## src/rtl/eclk_pkg.sv

```systemverilog
// Shared types for the embedded-clock serializer.
package eclk_pkg;
    // Which kind of frame is loaded at a word boundary.
    typedef enum logic [1:0] {
        FK_INIT = 2'd0,
        FK_SYNC = 2'd1,
        FK_DATA = 2'd2
    } frame_kind_e;
endpackage

```

## src/rtl/eclk_phase_ctr.sv

```systemverilog
// Word-phase counter: divides the bit clock by FRAME_W.
// It stands in for the word clock and the clock multiplier.
// Assumes a synchronous active-low reset. Power-down parks the
// counter on the last phase, so the first edge after release
// loads a new frame.
module eclk_phase_ctr #(
    parameter int FRAME_W = 12
) (
    input  logic clk,
    input  logic rst_n,
    input  logic power_down,
    output logic boundary
);
    localparam int PW = $clog2(FRAME_W);
    localparam logic [PW-1:0] LAST = PW'(FRAME_W - 1);

    logic [PW-1:0] phase;

    // Advance the bit position and wrap at the end of the frame.
    always_ff @(posedge clk) begin
        if (!rst_n || power_down) begin
            phase <= LAST;
        end else if (phase == LAST) begin
            phase <= '0;
        end else begin
            phase <= phase + 1'b1;
        end
    end

    assign boundary = (phase == LAST);

    assert_phase_wrap_R2: assert property (@(posedge clk) disable iff (!rst_n)
        (boundary && !power_down) |=> (phase == '0));
    assert_phase_step_R2: assert property (@(posedge clk) disable iff (!rst_n)
        (!boundary && !power_down) |=> (phase == $past(phase) + 1'b1));
endmodule

```

## src/rtl/eclk_seq_ctl.sv

```systemverilog
// Frame sequencer. At each word boundary it picks the kind of frame
// to load next: initialization, sync or payload.
// Assumes `boundary` is high for one cycle per frame. Requests
// between boundaries are held in a pending flag.
module eclk_seq_ctl
    import eclk_pkg::*;
#(
    parameter int INIT_LEN = 1024,
    parameter int SYNC_MIN = 1024
) (
    input  logic        clk,
    input  logic        rst_n,
    input  logic        power_down,
    input  logic        boundary,
    input  logic        sync_a,
    input  logic        sync_b,
    output frame_kind_e kind,
    output logic        ready
);
    localparam int IW = $clog2(INIT_LEN + 1);
    localparam int SW = (SYNC_MIN > 1) ? $clog2(SYNC_MIN) : 1;
    localparam logic [IW-1:0] INIT_END = IW'(INIT_LEN);
    localparam logic [SW-1:0] REM_TOP = SW'(SYNC_MIN - 1);

    logic [IW-1:0] init_cnt;
    logic [SW-1:0] sync_rem;
    logic          pend;
    logic          init_active;
    logic          req;

    assign init_active = (init_cnt != INIT_END);
    assign req         = pend | sync_a | sync_b;
    assign ready       = !init_active && !power_down;

    // Choose the next frame: init has priority, then sync, then payload.
    always_comb begin
        if (init_active) begin
            kind = FK_INIT;
        end else if (req || (sync_rem != '0)) begin
            kind = FK_SYNC;
        end else begin
            kind = FK_DATA;
        end
    end

    // Count init frames, run the burst counter and hold pending requests.
    always_ff @(posedge clk) begin
        if (!rst_n || power_down) begin
            init_cnt <= '0;
            sync_rem <= '0;
            pend     <= 1'b0;
        end else if (boundary) begin
            unique case (kind)
                FK_INIT: begin
                    init_cnt <= init_cnt + 1'b1;
                    pend     <= req;
                end
                FK_SYNC: begin
                    sync_rem <= req ? REM_TOP : sync_rem - 1'b1;
                    pend     <= 1'b0;
                end
                default: pend <= 1'b0;
            endcase
        end else begin
            pend <= req;
        end
    end

    assert_ready_hold_R3: assert property (@(posedge clk) disable iff (!rst_n)
        ready |=> (ready || power_down));
    assert_burst_restart_R6: assert property (@(posedge clk) disable iff (!rst_n)
        (boundary && ready && (sync_a || sync_b)) |=> (sync_rem == REM_TOP));
    assert_init_holds_req_R7: assert property (@(posedge clk) disable iff (!rst_n)
        (boundary && !ready && !power_down && (sync_a || sync_b)) |=> pend);
endmodule

```

## src/rtl/eclk_frame_shifter.sv

```systemverilog
// Frame builder and shift register. At a boundary it loads the frame
// picked by the sequencer, then shifts one bit per clock, LSB first.
// Assumes `kind` and `data_in` are valid in the boundary cycle.
// Power-down clears the register, so the line stays low.
module eclk_frame_shifter
    import eclk_pkg::*;
#(
    parameter int DATA_W = 10
) (
    input  logic              clk,
    input  logic              rst_n,
    input  logic              power_down,
    input  logic              boundary,
    input  frame_kind_e       kind,
    input  logic [DATA_W-1:0] data_in,
    output logic              ser_out
);
    localparam int FW = DATA_W + 2;
    localparam int HIGH_BITS = FW / 2;

    logic [FW-1:0] sync_word;
    logic [FW-1:0] next_frame;
    logic [FW-1:0] sreg;

    // Sync pattern: ones in the low half, zeros in the high half.
    for (genvar i = 0; i < FW; i++) begin : g_sync
        assign sync_word[i] = (i < HIGH_BITS);
    end

    // Build the frame to load at the next boundary.
    always_comb begin
        unique case (kind)
            FK_INIT: next_frame = FW'(1);
            FK_SYNC: next_frame = sync_word;
            default: next_frame = {1'b0, data_in, 1'b1};
        endcase
    end

    // Load at the boundary, otherwise shift toward bit 0.
    always_ff @(posedge clk) begin
        if (!rst_n || power_down) begin
            sreg <= '0;
        end else if (boundary) begin
            sreg <= next_frame;
        end else begin
            sreg <= sreg >> 1;
        end
    end

    assign ser_out = sreg[0];

    assert_start_bit_R1: assert property (@(posedge clk) disable iff (!rst_n)
        (boundary && !power_down) |=> ser_out);
    assert_stop_bit_R1: assert property (@(posedge clk) disable iff (!rst_n)
        (boundary && !power_down) |-> !ser_out);
    assert_pd_quiet_R8: assert property (@(posedge clk) disable iff (!rst_n)
        $past(power_down) |-> !ser_out);
endmodule

```

## src/rtl/eclk_serializer.sv

```systemverilog
// Embedded-clock word serializer (top level).
// Joins the phase counter, the sequencer and the shifter.
// Assumes one fast clock per line bit. Word clock output is the
// boundary strobe, gated off during power-down.
module eclk_serializer
    import eclk_pkg::*;
#(
    parameter int DATA_W   = 10,
    parameter int INIT_LEN = 1024,
    parameter int SYNC_MIN = 1024
) (
    input  logic              clk,
    input  logic              rst_n,
    input  logic              power_down,
    input  logic [DATA_W-1:0] data_in,
    input  logic              sync_a,
    input  logic              sync_b,
    output logic              ser_out,
    output logic              word_tick,
    output logic              ready
);
    localparam int FRAME_W = DATA_W + 2;

    logic        boundary;
    frame_kind_e kind;

    eclk_phase_ctr #(.FRAME_W(FRAME_W)) u_phase (
        .clk        (clk),
        .rst_n      (rst_n),
        .power_down (power_down),
        .boundary   (boundary)
    );

    eclk_seq_ctl #(.INIT_LEN(INIT_LEN), .SYNC_MIN(SYNC_MIN)) u_seq (
        .clk        (clk),
        .rst_n      (rst_n),
        .power_down (power_down),
        .boundary   (boundary),
        .sync_a     (sync_a),
        .sync_b     (sync_b),
        .kind       (kind),
        .ready      (ready)
    );

    eclk_frame_shifter #(.DATA_W(DATA_W)) u_shift (
        .clk        (clk),
        .rst_n      (rst_n),
        .power_down (power_down),
        .boundary   (boundary),
        .kind       (kind),
        .data_in    (data_in),
        .ser_out    (ser_out)
    );

    // Word clock seen by the data source.
    assign word_tick = boundary && !power_down;

    assert_tick_quiet_R8: assert property (@(posedge clk) disable iff (!rst_n)
        power_down |-> (!word_tick && !ready));
endmodule

```

## config.mk

```make
export PLATFORM = sky130hd
export DESIGN_NAME = eclk_serializer
export DESIGN_NICKNAME = d
export VERILOG_FILES = /design/src/rtl/eclk_pkg.sv /design/src/rtl/eclk_phase_ctr.sv /design/src/rtl/eclk_seq_ctl.sv /design/src/rtl/eclk_frame_shifter.sv /design/src/rtl/eclk_serializer.sv
export SDC_FILE = /design/constraint.sdc
export NUM_CORES = 1
export LEC_CHECK = 0
export BUFFER_PORTS_ARGS = -buffer_cell sky130_fd_sc_hd__buf_4
export CORE_MARGIN = 2
export CORE_UTILIZATION = 45
export DETAILED_ROUTE_END_ITERATION = 12
export PLACE_DENSITY = 0.61
export SKIP_CTS_REPAIR_TIMING = 1
export SYNTH_ARGS = -nofsm -noshare
export SYNTH_HDL_FRONTEND = slang
export SYNTH_SLANG_ARGS = --single-unit
```

## constraint.sdc

```tcl
create_clock -name clk -period 2.8 [get_ports clk]
set_input_delay 0.14 -clock clk [delete_from_list [all_inputs] [get_ports clk]]
set_output_delay 0.14 -clock clk [all_outputs]
set_load 0.005 [all_outputs]
```

Word-level counts from Yosys, hierarchy flattened
Cells that the tools add are included.
{"block": "op_classes", "add_sub_neg": 3, "n_mul": 0, "n_div": 0, "magnitude_cmp": 0, "n_eq_ne": 3, "shifts": 0, "n_mux": 8, "bitwise": 3, "n_reduce_logical": 13}
{"cell": "$pmux 11 s2", "n": 1}
{"cell": "$add 11x1->11 const B", "n": 1}
{"cell": "$mux 11", "n": 1}
{"cell": "$ne 11x11->1 const B", "n": 1}
{"cell": "$mux 10", "n": 1}
{"cell": "$reduce_bool 10->1", "n": 1}
{"cell": "$sub 10x1->10 const B", "n": 1}
{"cell": "$add 4x1->4 const B", "n": 1}
{"cell": "$eq 4x4->1 const B", "n": 1}
{"cell": "$mux 2", "n": 2}
{"cell": "$mux 4", "n": 1}
{"cell": "$reduce_and 2->1", "n": 2}
{"cell": "$reduce_or 2->1", "n": 2}
{"cell": "$logic_not 1->1", "n": 3}
{"cell": "$eq 2x1->1 const B", "n": 1}
{"cell": "$logic_and 1x1->1", "n": 2}
{"cell": "$logic_not 2->1", "n": 1}
{"cell": "$logic_or 1x1->1", "n": 2}
{"cell": "$mux 1", "n": 2}
{"cell": "$or 1x1->1", "n": 2}
{"cell": "$not 1->1", "n": 1}
{"block": "totals", "reg_bits": 38, "latchBits": 0, "ram_bits": 0, "rom_bits": 0, "in_bits": 15, "out_inout_bits": 3, "elab_cells": 37, "memories": 0}

Depth between registers and ports, before layout
Gate-level depths: netlist of run 1.
{"block": "logic_depth", "word_depth": 8, "ltp_mapped": 9}

Cells and area by module
Synthesis of run 1 repeated with hierarchy kept, for this count alone.
{"block": "hier_totals", "cells_unflattened": 206, "hier_area_um2": 1844.3}
{"module": "eclk_seq_ctl", "instances": 1, "cells_each": 139, "area_each_um2": 1219.9, "seq_area_each_um2": 440.4}
{"module": "eclk_frame_shifter", "instances": 1, "cells_each": 48, "area_each_um2": 439.2, "seq_area_each_um2": 220.2}
{"module": "eclk_phase_ctr", "instances": 1, "cells_each": 18, "area_each_um2": 171.4, "seq_area_each_um2": 80.1}
{"module": "eclk_serializer", "instances": 1, "cells_each": 1, "area_each_um2": 13.8, "seq_area_each_um2": 0.0}

Worst setup path after synthesis of run 1
OpenSTA, ideal clock, no wires.
{"block": "synth_timing", "path_type": "reg-to-reg", "start": "reg u_phase.phase[0]", "end": "reg u_seq.init_cnt[9]", "setup_time_ns": 0.070, "arrival_ns": 1.621, "required_ns": 2.730, "path_slack_ns": 1.108, "stages_incl_launch_ff": 8, "period_less_slack_ns": 1.692, "cell_sequence": "dfxtp_1 > ha_1 > and3b_1 > buf_2 > nand4_1 > or2_1 > or3_1 > a21oi_1"}
{"block": "synth_via", "elab_chain_cells": 2}
{"element": "start, declared", "line": "eclk_phase_ctr.sv:17", "rtl": "logic [PW-1:0] phase;"}
{"element": "start signal, assigned", "line": "eclk_phase_ctr.sv:26", "rtl": "phase <= phase + 1'b1;"}
{"element": "$eq 4x4->1", "line": "eclk_phase_ctr.sv:30", "rtl": "assign boundary = (phase == LAST);"}
{"element": "$reduce_and 2->1 (no line)"}
{"element": "end signal, assigned", "line": "eclk_seq_ctl.sv:55", "rtl": "init_cnt <= init_cnt + 1'b1;"}
{"element": "end, declared", "line": "eclk_seq_ctl.sv:25", "rtl": "logic [IW-1:0] init_cnt;"}
Every way passes these cells.
A chain may end at the register's enable or synchronous reset.

Final worst setup path of run 1
{"block": "layout_timing", "start": "reg u_seq.sync_rem[2]", "end": "reg u_seq.sync_rem[4]"}
{"block": "layout_via", "elab_chain_cells": 6}
{"element": "start, declared", "line": "eclk_seq_ctl.sv:26", "rtl": "logic [SW-1:0] sync_rem;"}
{"element": "start signal, assigned", "line": "eclk_seq_ctl.sv:59", "rtl": "sync_rem <= req ? REM_TOP : sync_rem - 1'b1;"}
{"element": "$reduce_bool 10->1", "line": "eclk_seq_ctl.sv:39", "rtl": "end else if (req || (sync_rem != '0)) begin"}
{"element": "$logic_or 1x1->1", "line": "eclk_seq_ctl.sv:39"}
{"element": "$mux 2", "line": "eclk_seq_ctl.sv:39"}
{"element": "$mux 2", "line": "eclk_seq_ctl.sv:37", "rtl": "if (init_active) begin"}
{"element": "$eq 2x1->1", "line": "eclk_seq_ctl.sv:53", "rtl": "unique case (kind)"}
{"element": "$reduce_and 2->1 (no line)"}
Several ways; a longest one is shown, not always the timed one.

==> results of run 1 <==
## worst max-delay path, stage by stage, from the launching register on
cell and delay (ns):
dfxtp_1 0.36, nor3_1 0.40, nand4_1 0.49, and3_2 0.44, a311oi_1 0.28
## state kept, by name, indices dropped and copies added (netlist names)
signal          count
u_seq.init_cnt     11
u_shift.sreg       11
u_seq.pend          1
u_seq.sync_rem     10
u_phase.phase       4
## routing by layer
| layer | vias up | global-route usage | part of all wire |
|---|---|---|---|
| li1 | 683 | - | - |
| met1 | 642 | 0.188 | 0.45 |
| met2 | 23 | 0.292 | 0.50 |
| met3 | 6 | 0.0528 | 0.036 |
| met4 | 0 | 0.0691 | 0.017 |
| met5 | - | 0 | 0 |
## cell type report
cell class	instances	area share
Sequential cell	37	0.381
Tap cell	46	0.0296
Inverter	7	0.0135
Clock buffer	5	0.0193
Multi-Input combinational cell	130	0.427
Timing Repair Buffer	23	0.0954
Clock inverter	3	0.0335
## through the flow
stage	total power (W)	utilization	cell area [sq um]
2_1_floorplan	0.000591	-	1640
3_3_place_gp	0.000617	0.524	1790
3_5_place_dp	0.000620	0.524	1790
4_1_cts	0.00108	0.554	1890
5_1_grt	0.00111	0.568	1940
6_report	0.00107	0.568	1940
## final timing paths
check                                       start           endpoint  slack (ns)  cells after the start
worst max-delay path            u_seq.sync_rem[2]  u_seq.sync_rem[4]        0.74                      4
worst min-delay path                   data_in[0]    u_shift.sreg[1]        0.05                      3
worst max register to register  u_seq.sync_rem[2]  u_seq.sync_rem[4]        0.74                      4
worst min register to register    u_shift.sreg[4]    u_shift.sreg[3]        0.45                      2
## kinds of logic (layout without fill, tap and decap cells)
logic type	count (synthesis)	after routing
AO/OA/AOI/OAI	32	32
XOR/XNOR	13	13
adder cells (fa/ha/maj)	5	5
buffers and inverters	14	38
flip-flops	37	37
AND/OR/NAND/NOR	80	80
## power by group through the flow
stage               clock network [W]  registers [W]  logic [W]
floorplan                           0       0.000550  0.0000412
global placement                    0       0.000551  0.0000667
detailed placement                  0       0.000551  0.0000691
CTS                          0.000467       0.000539  0.0000702
global route                 0.000487       0.000541  0.0000842
finish                       0.000453       0.000539  0.0000752
## cell usage in the layout, fill, tap and decap left out, types with 2 or more instances in the layout
master	instances
a21oi_1	12
a22o_1	4
a311oi_1	4
and3_1	2
and3_2	2
and4_1	3
buf_4	18
bufinv_16	2
clkbuf_4	5
dfxtp_1	37
dlygate4sd3_1	5
ha_1	5
inv_1	7
nand2_1	8
nand2b_1	5
nand3_1	8
nand4_1	4
nor2_1	24
nor2b_1	2
nor3_1	5
nor4_1	2
o21ai_0	9
or3_1	3
xnor2_1	5
xor2_1	8
==> flow_summary_export.csv, run 1 <==
group,metric,value,unit
synthesis,synth_top_family_by_area,"simple AND/OR/NAND/NOR gates",
power_and_ir_drop,clock_power_share,0.424,
place,dp.cells,238,
detailed_routing,first_pass_iters,4,
critical_path,worstPathArrival,2.31,ns
synthesis,synth_area_leaders,"dfxtp_1, nor2_1, xor2_1",
job,max-cap-violations,0,
synthesis,synth-compound-area-share,0.120,
synthesis,yosysTopAreaCell,"dfxtp_1",
place,io_buffers,17,
timing,slew_headroom,0.611,
synthesis,syn-num-nets,201,
global_route,grt_max_degree,26,
power_and_ir_drop,power_frac_seq,0.505,
power_and_ir_drop,swShare,0.207,
timing,rsz0062_at_grt,"no",
power_and_ir_drop,combPwrFrac,0.070,
clock_tree,cts_buffer_depth,2,
final_layout,final_cells,251,
floorplanning,die_h,64.4,um
synthesis,synth_mux_area_frac,0,
clock_tree,insertion_delay,0.34,ns
synthesis,synth.most_common_cell,"dfxtp_1",
final_layout,antenna_cells,0,
timing,drv_slew,0,
clock_tree,cts_buffers,5,
place,finalWeightedCongestion,0.775,
global_route,grt_usage,0.167,
clock_tree,cts.sinks,37,
timing,max_freq,0.487,GHz
synthesis,synth_edf_count,0,
global_route,grt_pass1_wl,5310,um
clock_tree,clockRootBuffer,"clkbuf_4",
synthesis,synth_area,1640,sq um
timing,setup_ws,0.745,ns
detailed_routing,route.detailed.drc,0,
floorplanning,rows,21,
place,place_ws,0.772,ns
synthesis,synth_top_area_frac,0.452,
synthesis,synth.distinct_cells,39,
power_and_ir_drop,vdd_ir_drop_max,0.409,mV
floorplanning,ios,18,
timing,finalCriticalPeriod,2.06,ns
global_route,grt_antenna_before_repair,0,
final_layout,area_growth,18.5,%
global_route,grt_pass1_vias,1313,
power_and_ir_drop,powerDensity,550,nW/um^2
synthesis,synthXorXnorAreaFrac,0.0695,
synthesis,synthSimpleGateAreaFrac,0.279,
floorplanning,core-area,3420,sq um
synthesis,async_flop_share,0,
detailed_routing,wl,3190,um
synthesis,yosysSeqAreaShare,0.452,
floorplanning,dieArea,4140,sq um
timing,finClkSkew,0.00497,ns
detailed_routing,via_per_inst,5.39,
clock_tree,path_clk_slew,0.11,ns
detailed_routing,drt_iter0_drc,61,
final_layout,seq_area,741,sq um
clock_tree,cts_tree,"done",
floorplanning,initial_core_util,0.480,
timing,holdWs,0.0452,ns
timing,finalSetupViolations,0,
synthesis,synth_warnings,0,
timing,tightest_slew,0.582,ns
synthesis,synth_adder_area_share,0.0382,
synthesis,ys.flop_type,"dfxtp_1",
final_layout,fillCellCount,326,
timing,hold_viol,0,
critical_path,endpoint_kind,"flip-flop",
synthesis,synthTopCellsByCount,"dfxtp_1, nor2_1, a21oi_1, o21ai_0",
detailed_routing,num_vias,1354,
final_layout,drive_gt1_frac,0.166,
detailed_routing,avgRoutedWirePerCell,12.7,um
timing,tns,0,ns
power_and_ir_drop,internal_power,0.000847,W
timing,period_share,0.734,
floorplanning,die_width,64.4,um
power_and_ir_drop,p_leak,0.716,nW
detailed_routing,ant_nets,0,
synthesis,synthCells,181,
place,hpwlAfterDp,2220,um
power_and_ir_drop,p_switching,0.000220,W
outcome,status,"complete, no violations",
critical_path,required,3.05,ns
synthesis,ys_seq_elements,37,
critical_path,critPathLaunchType,"flip-flop",
critical_path,crit_type,"reg -> reg",
clock_tree,h-tree-depth,2,
final_layout,nets,224,
global_route,grt_overflow_total,0,
final_layout,multi_input_area,830,sq um
worst_hold_path,hold_path.class,"in -> reg",
critical_path,cp_max_fo,13,
synthesis,postSynthAreaPerCell,9.06,sq um
No activity file was read; power rests on OpenSTA's default activity.
==> run 2, diff against run 1 <==
--- a/config.mk
+++ b/config.mk
@@ -9,7 +9,7 @@
 export CORE_MARGIN = 2
 export CORE_UTILIZATION = 45
 export DETAILED_ROUTE_END_ITERATION = 12
-export PLACE_DENSITY = 0.61
+export PLACE_DENSITY = 0.63
 export SKIP_CTS_REPAIR_TIMING = 1
 export SYNTH_ARGS = -nofsm -noshare
 export SYNTH_HDL_FRONTEND = slang
==> constraint.sdc (replaced) <==
create_clock -name clk -period 1.68 [get_ports clk]
set_input_delay 0.084 -clock clk [delete_from_list [all_inputs] [get_ports clk]]
set_output_delay 0.084 -clock clk [all_outputs]
set_load 0.005 [all_outputs]
==> run 2 against run 1 <==
Against the previous run: the run now ends with negative hold slack, negative setup slack left; sequential power grew 67%; wire length up 15%; critical path type unchanged; non-clock buffer count is 30 higher; first-iteration DRC count decreased by 13%; critical path depth is 2 higher; critical endpoint is now u_seq.init_cnt[7]; sequential share of layout area decreased by 4.9 points.
==> flow_summary_export.csv, run 2 (synthesis results as in run 1) <==
group,metric,value,unit
timing,tightest_slew,0.352,ns
timing,finalSetupViolations,1,
worst_hold_path,min_from,"data_in[3]",
final_layout,drive_gt1_frac,0.383,
critical_path,endpoint_kind,"flip-flop",
critical_path,startpoint,"u_phase.phase[1]",
timing,setup_ws,-0.0114,ns
place,hpwlAfterDp,2480,um
clock_tree,cts_buffers,5,
final_layout,nets,255,
floorplanning,ios,18,
timing,hold_viol,1,
power_and_ir_drop,powerDensity,682,nW/um^2
global_route,grt_max_degree,25,
final_layout,antenna_cells,0,
floorplanning,dieArea,4140,sq um
power_and_ir_drop,vdd_ir_drop_max,0.654,mV
detailed_routing,route.detailed.drc,0,
final_layout,final_cells,281,
power_and_ir_drop,finalPower,0.00154,W
detailed_routing,routed-wl-met3,128,um
critical_path,critPathTopFamily,"simple AND/OR/NAND/NOR gates",
final_layout,fin_area,2250,sq um
detailed_routing,avgRoutedWirePerCell,13.0,um
global_route,grt_pass1_vias,1355,
final_layout,area_growth,37.6,%
global_route,grt_overflow_total,0,
critical_path,cp_max_fo,6,
power_and_ir_drop,p_leak,0.872,nW
place,dp.cells,262,
place,finalWeightedCongestion,0.789,
critical_path,cp_cell_sequence,"ha_4 -> and3b_2 -> nand4_1 -> or2_4 -> or3_1 -> a21oi_2",
critical_path,slowest_stage,"dfxtp_2",
clock_tree,cts_buffer_depth,2,
timing,finClkSkew,0.0118,ns
critical_path,cpPeakStageDelay,0.37,ns
clock_tree,clockRootBuffer,"clkbuf_4",
floorplanning,core-area,3420,sq um
detailed_routing,num_vias,1454,
critical_path,required,1.96,ns
detailed_routing,via_per_inst,5.17,
critical_path,critPathLaunchType,"flip-flop",
clock_tree,h-tree-depth,2,
global_route,grt_pass1_wl,5750,um
critical_path,timing.rr.start,"u_phase.phase[1]",
critical_path,crit_type,"reg -> reg",
timing,max_freq,0.591,GHz
clock_tree,insertion_delay,0.34,ns
detailed_routing,wl,3650,um
clock_tree,cts.sinks,37,
global_route,grt_usage,0.179,
floorplanning,rows,21,
timing,rsz0062_at_grt,"yes",
clock_tree,path_clk_slew,0.10,ns
floorplanning,die_width,64.4,um
detailed_routing,wl_met2,1800,um
job,max-cap-violations,0,
timing,slew_headroom,0.765,
timing,drv_slew,0,
timing,holdWs,-0.00275,ns
global_route,grt_antenna_before_repair,0,
worst_hold_path,hold_path.class,"in -> reg",
place,place_ws,-0.143,ns
timing,finalCriticalPeriod,1.69,ns
final_layout,final_cell_mix,"buf_4, dfxtp_1, nor2_1",
detailed_routing,drt_iter0_drc,53,
critical_path,worstPathArrival,1.97,ns
floorplanning,initial_core_util,0.480,
outcome,status,"complete, but fails checks",
detailed_routing,dr.max_layer_used,"met4",
place,dpl_cell_area,1970,sq um
final_layout,top_regs,"u_seq.init_cnt: 11 flops, u_shift.sreg: 11 flops, u_seq.sync_rem: 10 flops",
critical_path,critical_path_buf_inv_count,0,
floorplanning,die_h,64.4,um
final_layout,layout.cells.most_common,"buf_4",
detailed_routing,drt-met1-wl,1630,um
clock_tree,cts_tree,"done",
timing,period_share,1.01,
outcome,violations,"negative hold slack, negative setup slack",
detailed_routing,ant_nets,0,
place,io_buffers,17,
detailed_routing,first_pass_iters,4,
[run 2: cell types whose count changed in the layout (fill, tap and decap cells not counted), sizes merged]
cell,delta
buf,+29
bufinv,-2
clkbuf,+2
and4,+1
clkinv,-1
dlygate4sd3,+1
[run 2: worst paths after layout]
path / endpoint / slack [ns] / depth (start not counted)
setup / recovery: u_seq.init_cnt[7] / -0.01 / 6
hold / removal: u_shift.sreg[4] / -0.003 / 3
setup reg to reg: u_seq.init_cnt[7] / -0.01 / 6
hold reg to reg: u_shift.sreg[4] / 0.44 / 2
[run 2: layer usage]
layer | vias up | global-route usage
met5 | - | 0
met4 | 0 | 0.0745
met3 | 10 | 0.0581
met2 | 25 | 0.301
met1 | 673 | 0.207
li1 | 746 | -
[run 2: power breakdown]
group / switching [W] / internal [W] / total [W]
Clock: 0.000269 / 0.000197 / 0.000466
Sequential: 0.00000754 / 0.000890 / 0.000898
Combinational: 0.0000779 / 0.0000957 / 0.000174
[run 2: worst register-to-register path, delay by kind of cell, from the launching register on]
kind / cells / cell delay (ns)
and+or+nand+nor: 4 / 0.99
DFF: 1 / 0.37
AOI/OAI and AO/OA: 1 / 0.14
adders and majority gates: 1 / 0.13
[run 2: final cells by class]
type / count / area, sq um
timing repair buffer: 53 / 417
sequential: 37 / 749
tap: 46 / 57.6
clock buffer: 7 / 55.1
inverter: 7 / 26.3
fill: 283 / 1160
multi-input combinational: 131 / 950
[run 2: through the flow]
step           utilization  TNS, ns
2_1_floorplan            -        0
4_1_cts              0.594    -1.57
5_1_grt              0.660   -0.503
3_5_place_dp         0.578   -0.885
6_report             0.660  -0.0114
3_3_place_gp         0.578  -0.0703
